## src/rtl/clkdiv_pkg.sv

```systemverilog
package clkdiv_pkg;

    localparam int PER_CH     = 7;
    localparam int SEL_PER_CH = 2;
    localparam int PAR_PER_CH = PER_CH - SEL_PER_CH;

    typedef enum logic [2:0] {
        K_VGA   = 3'd0,
        K_PIC   = 3'd1,
        K_TVE   = 3'd2,
        K_PNX   = 3'd3,
        K_HDMI  = 3'd4,
        K_INTF  = 3'd5,
        K_LAYER = 3'd6
    } div_kind_e;

    typedef enum logic {
        REG_SEL = 1'b0,
        REG_PAR = 1'b1
    } reg_sel_e;

    function automatic reg_sel_e reg_of(input int kind);
        return (kind < SEL_PER_CH) ? REG_SEL : REG_PAR;
    endfunction

    function automatic int lsb_of(input int ch, input int kind, input int fw);
        if (kind < SEL_PER_CH)
            return ch * SEL_PER_CH * fw + kind * fw;
        return ch * PAR_PER_CH * fw + (kind - SEL_PER_CH) * fw;
    endfunction

endpackage

```

## src/rtl/clkdiv_regs.sv

```systemverilog
module clkdiv_regs
    import clkdiv_pkg::*;
#(
    parameter int CH_N = 2,
    parameter int FW   = 3,
    parameter int DW   = 32,
    localparam int NDIV = CH_N * PER_CH
) (
    input  logic                      clk,
    input  logic                      rst,
    input  logic                      wr,
    input  logic                      addr,
    input  logic [DW-1:0]             wdata,
    output logic [DW-1:0]             rdata,
    output logic [NDIV-1:0][FW-1:0]   active_o,
    output logic                      flag_o,
    output logic                      commit_o
);

    logic [FW-1:0] stage_q  [NDIV];
    logic [FW-1:0] active_q [NDIV];
    logic          flag_q;
    logic          flag_d1;
    logic          commit;

    for (genvar d = 0; d < NDIV; d++) begin : g_stage
        localparam int       CH  = d / PER_CH;
        localparam int       K   = d % PER_CH;
        localparam reg_sel_e R   = reg_of(K);
        localparam int       LSB = lsb_of(CH, K, FW);

        always_ff @(posedge clk) begin
            if (rst)
                stage_q[d] <= '0;
            else if (wr && (addr == R))
                stage_q[d] <= wdata[LSB +: FW];
        end

        assign active_o[d] = active_q[d];
    end

    always_ff @(posedge clk) begin
        if (rst) begin
            flag_q  <= 1'b0;
            flag_d1 <= 1'b0;
        end else begin
            flag_d1 <= flag_q;
            if (wr && (addr == REG_PAR))
                flag_q <= wdata[DW-1];
        end
    end

    assign commit = flag_q & ~flag_d1;

    always_ff @(posedge clk) begin
        if (rst) begin
            for (int d = 0; d < NDIV; d++) active_q[d] <= '0;
        end else if (commit) begin
            for (int d = 0; d < NDIV; d++) active_q[d] <= stage_q[d];
        end
    end

    logic [DW-1:0] rd_sel;
    logic [DW-1:0] rd_par;

    always_comb begin
        rd_sel = '0;
        rd_par = '0;
        for (int d = 0; d < NDIV; d++) begin
            if (reg_of(d % PER_CH) == REG_SEL)
                rd_sel[lsb_of(d / PER_CH, d % PER_CH, FW) +: FW] = stage_q[d];
            else
                rd_par[lsb_of(d / PER_CH, d % PER_CH, FW) +: FW] = stage_q[d];
        end
        rd_par[DW-1] = flag_q;
    end

    assign rdata    = (addr == REG_PAR) ? rd_par : rd_sel;
    assign flag_o   = flag_q;
    assign commit_o = commit;

endmodule

```

## src/rtl/clkdiv_unit.sv

```systemverilog
module clkdiv_unit #(
    parameter int FW = 3
) (
    input  logic          clk,
    input  logic          rst,
    input  logic [FW-1:0] next_val,
    output logic          tick,
    output logic [FW-1:0] cnt_o,
    output logic [FW-1:0] cur_o
);

    logic [FW-1:0] cnt_q;
    logic [FW-1:0] cur_q;
    logic          wrap;

    assign wrap = (cnt_q == cur_q);

    always_ff @(posedge clk) begin
        if (rst) begin
            cnt_q <= '0;
            cur_q <= '0;
        end else if (wrap) begin
            cnt_q <= '0;
            cur_q <= next_val;
        end else begin
            cnt_q <= cnt_q + 1'b1;
        end
    end

    assign tick  = wrap;
    assign cnt_o = cnt_q;
    assign cur_o = cur_q;

endmodule

```

## src/rtl/clkdiv_bank.sv

```systemverilog
module clkdiv_bank
    import clkdiv_pkg::*;
#(
    parameter int CH_N = 2,
    parameter int FW   = 3,
    parameter int DW   = 32,
    localparam int NDIV = CH_N * PER_CH
) (
    input  logic            clk,
    input  logic            rst,
    input  logic            reg_wr,
    input  logic            reg_addr,
    input  logic [DW-1:0]   reg_wdata,
    output logic [DW-1:0]   reg_rdata,
    output logic [NDIV-1:0] tick_en
);

    logic [NDIV-1:0][FW-1:0] active;
    logic [NDIV-1:0][FW-1:0] cnt_all;
    logic [NDIV-1:0][FW-1:0] cur_all;
    logic                    flag;
    logic                    commit;

    clkdiv_regs #(.CH_N(CH_N), .FW(FW), .DW(DW)) u_regs (
        .clk      (clk),
        .rst      (rst),
        .wr       (reg_wr),
        .addr     (reg_addr),
        .wdata    (reg_wdata),
        .rdata    (reg_rdata),
        .active_o (active),
        .flag_o   (flag),
        .commit_o (commit)
    );

    for (genvar d = 0; d < NDIV; d++) begin : g_div
        clkdiv_unit #(.FW(FW)) u_div (
            .clk      (clk),
            .rst      (rst),
            .next_val (active[d]),
            .tick     (tick_en[d]),
            .cnt_o    (cnt_all[d]),
            .cur_o    (cur_all[d])
        );
    end

endmodule

```

## config.mk

```make
export PLATFORM = sky130hd
export DESIGN_NAME = clkdiv_bank
export DESIGN_NICKNAME = d
export VERILOG_FILES = /design/src/rtl/clkdiv_pkg.sv /design/src/rtl/clkdiv_regs.sv /design/src/rtl/clkdiv_unit.sv /design/src/rtl/clkdiv_bank.sv
export SDC_FILE = /design/constraint.sdc
export NUM_CORES = 1
export LEC_CHECK = 0
export BUFFER_PORTS_ARGS = -buffer_cell sky130_fd_sc_hd__buf_2
export CAP_MARGIN = 20
export CORE_MARGIN = 2
export CORE_UTILIZATION = 58
export CTS_BUF_LIST = sky130_fd_sc_hd__clkbuf_16
export DETAILED_ROUTE_END_ITERATION = 16
export HOLD_SLACK_MARGIN = 0.15
export PLACE_DENSITY_LB_ADDON = 0.2
export REMOVE_ABC_BUFFERS = 1
export SYNTH_ARGS = -nofsm -noshare
export SYNTH_HDL_FRONTEND = slang
export SYNTH_SLANG_ARGS = --single-unit
```

## constraint.sdc

```tcl
create_clock -name clk -period 2.9 [get_ports clk]
set_input_delay 0.29 -clock clk [delete_from_list [all_inputs] [get_ports clk]]
set_output_delay 0.29 -clock clk [all_outputs]
set_load 0.02 [all_outputs]
```

==> results of run 1 <==
[critical path: stages (launching register included)]
cell	delay, ns
dfxtp_1	0.32
xor2_1	0.19
nor3_4	0.39
buf_2	0.24
[logic make-up (layout without fill, tap and decap cells)]
logic type	Yosys count	count (layout)	synth area share, %
other cells	1	1	0.0506
fa+ha+maj	14	14	2.36
compound gates	1	1	0.0675
xor+xnor	56	56	6.62
mux	54	54	7.50
flops	170	170	57.3
buf+inv	42	136	3.12
simple gates	255	255	23.0
[routing by layer]
| layer | GRT usage [%] | vias up | part of all wire (%) |
|---|---|---|---|
| li1 | - | 2140 | - |
| met1 | 23.4 | 1998 | 44 |
| met2 | 32.6 | 58 | 51 |
| met3 | 4.38 | 14 | 3.1 |
| met4 | 7.76 | 0 | 1.4 |
| met5 | 0 | - | 0 |
[through the flow]
| step | area, sq um | std cells |
|---|---|---|
| 3_3_place_gp | 7860 | 808 |
| 2_1_floorplan | 7180 | 551 |
| 6_report | 8680 | 859 |
| 4_1_cts | 8680 | 859 |
| 5_1_grt | 8680 | 859 |
| 3_5_place_dp | 7860 | 808 |
[what timing repair did]
action | CTS | global route
hold buffers | 19 | 0
buffers inserted | 0 | 0
hold endpoints to repair | 22 | 0
[report_power, final]
| group | switching (uW) | internal, uW |
|---|---|---|
| combinational | 1520 | 1130 |
| clock | 873 | 1510 |
| sequential | 300 | 2980 |
[how the worst max path moves through the flow]
stage	to	cells past startpoint	slack [ns]	from
after floorplan	u_regs.active_q[0][0]	2	1.09	u_regs.flag_d1
after global placement	u_regs.stage_q[0][9]	2	1.09	rst
after detailed placement	u_regs.stage_q[0][5]	5	0.95	reg_addr
after CTS	tick_en[1]	3	1.02	g_div[1].u_div.cur_o[0]
after global routing	tick_en[1]	3	0.96	g_div[1].u_div.cur_o[0]
final	tick_en[1]	3	1.06	g_div[1].u_div.cur_o[0]
[state kept, by name, indices dropped and copies added, names as in the netlist]
signal             cells
g_div.u_div.cnt_o     42
g_div.u_div.cur_o     42
u_regs.active_q       42
u_regs.stage_q        42
u_regs.flag_d1         1
u_regs.flag_o          1
[cell type report]
class                   count  area share (%)
multi-input cells         381            33.9
clock buffers              17            4.90
flip-flops and latches    170            48.9
repair buffers            104            7.44
well taps                 172            2.48
clock inverters            15            2.36
[cells in the final DEF, fill, tap and decap left out, types with 3 or more instances in the layout]
cell type	synthesis	routed
and2_1	91	91
nand2b_1	89	87
dfxtp_1	86	86
edfxtp_1	84	84
buf_2	9	78
mux2i_1	42	42
xor2_1	42	42
nor3_1	28	28
dlygate4sd3_1	0	19
clkbuf_16	0	17
nor3b_1	14	14
nor3_4	14	14
xnor2_1	14	14
ha_1	14	14
nor2b_1	13	13
mux2_2	12	12
buf_4	16	6
bufinv_16	0	5
clkinv_1	0	4
clkinv_2	0	3
==> results.toml, run 1 <==
[die]
dieArea_sq_um = 13700
num_io_pins = 82
initial_core_util_pct = 59.0
core_sq_um = 12600
die_height_um = 117
rows = 41
die_w_um = 117

[place]
io_buffers = 79
gp_congestion = 0.743
pre_cts_ws_ns = 0.953
hpwl_um = 7840

[worst_hold_path]
min_to = "u_regs.stage_q[0][16]"
worstHoldPathCells = 2
worstHoldPathType = "in -> reg"
min-delay-start = "reg_wdata[10]"

[sta]
finClkSkew_ns = 0.00584
fin_hold_ws_ns = 0.168
layout_setup_ws_ns = 1.06
hold_viol_final = 0
slew_headroom_pct = 42.1
setup_viol_count_final = 0
finalSetupTns_ns = 0
fmax_mhz = 542
fin_crit_sh_pct = 63.6
min_period_ns = 1.84
finalMaxSlewViolations = 0
rsz0062_at_grt = "no"
worstMarginPinSlew_ns = 0.866

[outcome]
status = "finished, final reports clean"

[final_layout]
regArea_sq_um = 4240
antennaDiodeCount = 0
areaGrowthSynthToFinish_pct = 17.1
drive_above_1_share_pct = 20.7
fin_nets = 724
final_core_util_pct = 69.0
nFillCells = 895
multi_input_area_sq_um = 2940

[setup_path]
worstSetupPathType = "reg -> out"
worstPathArrival_ns = 1.55
worstSetupStartpointType = "flip-flop"
timing.rr.start = "u_regs.flag_o"
reg2reg_to = "u_regs.active_q[2][1]"
r2r_cells = 4
crit_fanout = 7
cp.required_ns = 2.61
crit_path_end_kind = "output pin"
r2r_slack_ns = 1.27

[logic_synthesis]
syn_avg_cell_area_sq_um = 12.5
synth.area.top_cells = "edfxtp_1 (34%), dfxtp_1 (23%), and2_1 (7.7%), nand2b_1 (7.5%), mux2i_1 (5.7%)"
synthTopCellsByCount = "and2_1 (91), nand2b_1 (89), dfxtp_1 (86)"
syn-cell-area_sq_um = 7410
yosys.cell_types.count = 22
synth_warnings = 0
async_flop_share_pct = 0
synth.top_cell.area_share_pct = 34.0
synth-seq-cells = 170
synth_edf_count = 84
ys_seq_area_share_pct = 57.3
yosys.area.top_type = "edfxtp_1"
synth_most_common_cell = "and2_1"
netlist_instances = 593
synth_flop_cell = "dfxtp_1"

[pwr]
vdd_drop_max_v = 0.000575
p_total_uw = 8320
p_per_area_nw_per_um2 = 959
power_leakage_uw = 0.00369

[global_routing]
grt-ovfl-total = 0
grt_max_degree = 55
antenna_found_initial = 0
grt_usage_pct = 19.0
grt_pass1_vias = 4195
grt_pass1_wl_um = 19700

[cts]
clock-sinks = 170
cts_tree = "built"
clock_latency_ns = 0.41
cts_made_buffers = 17
htree_num_levels = 4
postCtsResizedCells = 0
path_clk_slew_ns = 0.06
clockRootBuffer = "clkbuf_16"
clock_path_buffers = 2

[drt]
drtPass1Iterations = 4
drt-vias-per-instance = 4.90
drt_iter0_markers = 216
drc = 0
vias = 4210
drtAntennaViolNets = 0
routed_wirelength_um = 11900
post_drt_wl_per_cell_um = 13.8

[run]
cap_violations = 0
(Power assumes the default switching activity.)
==> run 2, diff against run 1 <==
--- a/config.mk
+++ b/config.mk
@@ -8,7 +8,7 @@
 export BUFFER_PORTS_ARGS = -buffer_cell sky130_fd_sc_hd__buf_2
 export CAP_MARGIN = 20
 export CORE_MARGIN = 2
-export CORE_UTILIZATION = 58
+export CORE_UTILIZATION = 53
 export CTS_BUF_LIST = sky130_fd_sc_hd__clkbuf_16
 export DETAILED_ROUTE_END_ITERATION = 16
 export HOLD_SLACK_MARGIN = 0.15
==> constraint.sdc (replaced) <==
create_clock -name clk -period 1.6 [get_ports clk]
set_input_delay 0.16 -clock clk [delete_from_list [all_inputs] [get_ports clk]]
set_output_delay 0.16 -clock clk [all_outputs]
set_load 0.02 [all_outputs]
==> run 2 against run 1 <==
  * Clock power up 59%
  * Utilization down 4.1 points
  * Critical path depth did not move
  * Final area rose by 3.1%
  * Worst setup slack lost 0.98 ns
  * Clock skew up 0.00066 ns
  * Sequential power increased by 81%
  * First-iteration DRC count fell by 12%
  * Largest cell class unchanged
==> results.toml, run 2 (same netlist as run 1, synthesis figures left out) <==
[place]
hpwl_um = 8230
gp_congestion = 0.741
place_inst = 827
pre_cts_ws_ns = 0.193
io_buffers = 79

[global_routing]
antenna_found_initial = 0
grt_pass1_vias = 4462
grt-ovfl-total = 0
grt_usage_pct = 18.3
grt_max_degree = 58
grt_pass1_wl_um = 21100

[setup_path]
worstSetupStartpointType = "flip-flop"
crit_chain = "xor2_1 > nor3_4 > buf_2"
worstPathArrival_ns = 1.37
worstSetupPathType = "reg -> out"
cp.required_ns = 1.44
reg2reg_to = "g_div[3].u_div.cur_o[1]"
timing.rr.start = "g_div[3].u_div.cur_o[1]"
crit_fanout = 2
critPathSlowestCell = "dfxtp_1"
r2r_cells = 5
crit_path_end_kind = "output pin"
r2r_slack_ns = 0.31
critPathMaxStageDelay_ns = 0.32

[pwr]
p_sw_uw = 5080
p_seq_share_pct = 38.7
vdd_drop_max_v = 0.000859
intPower_uw = 10200
swShare_pct = 33.2
p_per_area_nw_per_um2 = 1710
combPwrFrac_pct = 36.5
power_leakage_uw = 0.00385
p_clk_share_pct = 24.8

[sta]
hold_viol_final = 0
fmax_mhz = 655
worstMarginPinSlew_ns = 0.787
layout_setup_ws_ns = 0.0743
finalMaxSlewViolations = 0
rsz0062_at_grt = "no"
fin_crit_sh_pct = 95.4
slew_headroom_pct = 47.4
min_period_ns = 1.53
finClkSkew_ns = 0.00650
fin_hold_ws_ns = 0.172
setup_viol_count_final = 0

[drt]
drtAntennaViolNets = 0
drt-vias-per-instance = 4.87
drc = 0
routed_wirelength_um = 12700
post_drt_wl_per_cell_um = 14.0
drtPass1Iterations = 4
vias = 4420
drt_iter0_markers = 190

[final_layout]
layoutNonFillerInstCount = 907
fin_nets = 764
areaGrowthSynthToFinish_pct = 20.7
final_common_cell = "and2_1"
antennaDiodeCount = 0
drive_above_1_share_pct = 22.4
layout_common_cells = "and2_1 (91), nand2b_1 (87), dfxtp_1 (86)"

[cts]
clockRootBuffer = "clkbuf_16"
path_clk_slew_ns = 0.06
clock_latency_ns = 0.42
clock-sinks = 170
cts_made_buffers = 17
clock_path_buffers = 2
htree_num_levels = 4
cts_tree = "built"

[outcome]
status = "finished, final reports clean"

[die]
die_height_um = 122
dieArea_sq_um = 14900
num_io_pins = 82
core_sq_um = 13800
rows = 43
die_w_um = 122
initial_core_util_pct = 53.8

[worst_hold_path]
worstHoldPathType = "in -> reg"
min_to = "u_regs.flag_o"
worstHoldPathCells = 4
min-delay-start = "reg_addr"

[run]
cap_violations = 0
## run 2: cell count changes in the layout (fill, tap and decap cells not counted), sizes merged
cell         previous run  this run
clkinv                  9         6
bufinv                  5         2
inv                     0         5
clkinvlp                1         2
dlygate4sd3            19        34
buf                    85       110
## run 2: final cells by class
cell class                      instances  area [sq um]
Sequential cell                       170          4240
Timing Repair Buffer                  144           986
Tap cell                              180           225
Clock buffer                           17           425
Multi-Input combinational cell        381          2940
Fill cell                            1078          4830
Clock inverter                         15           120
## run 2: how the worst max path moves through the flow
stage / slack [ns] / cells after the start / from / endpoint
after CTS: 0.07 / 3 / g_div[8].u_div.cur_o[1] / tick_en[8]
after detailed placement: 0.19 / 4 / reg_addr / u_regs.stage_q[0][5]
after global routing: 0.04 / 3 / g_div[7].u_div.cur_o[2] / tick_en[7]
after global placement: 0.21 / 4 / reg_addr / u_regs.stage_q[0][1]
final: 0.07 / 3 / g_div[8].u_div.cur_o[1] / tick_en[8]
after floorplan: -0.21 / 2 / u_regs.flag_d1 / u_regs.active_q[0][0]
## run 2: what timing repair did
item / CTS / global route
endpoints found under the hold margin: 44 / 0
buffers inserted: 14 / 0
hold buffers: 34 / 0
resized for setup: 1 / 0
setup endpoints to repair: 14 / 0
## run 2: power groups by stage
stage          sequential [uW]  clock, uW  combinational, uW
2_1_floorplan             5900          0               3800
3_3_place_gp              5980          0               4760
3_5_place_dp              6020          0               4900
4_1_cts                   5930       3880               5620
5_1_grt                   6040       4060               6040
6_report                  5930       3800               5590
## run 2: worst max-delay path, delay by kind of cell, from the launching register on
family	cells	cell delay [ns]
XOR/XNOR	1	0.18
buffers and inverters	1	0.20
flip-flops	1	0.32
AND/OR/NAND/NOR	1	0.24
## run 2: layer usage
metal | GRT usage, % | wire length [um] | vias up
li1 | - | - | 2220
met1 | 22.8 | 5760 | 2111
met2 | 31.0 | 6290 | 69
met3 | 4.32 | 428 | 20
met4 | 7.26 | 211 | 0
met5 | 0 | 0 | -
## run 2: through the flow
stage                     utilization, %  power (uW)  TNS, ns  cell area, sq um
final                               64.9       15300        0              8940
after global routing                64.9       16100        0              8940
after CTS                           64.9       15400        0              8940
after detailed placement            57.7       10900        0              7950
after global placement              57.7       10700        0              7950
after floorplan                        -        9690    -8.67              7180
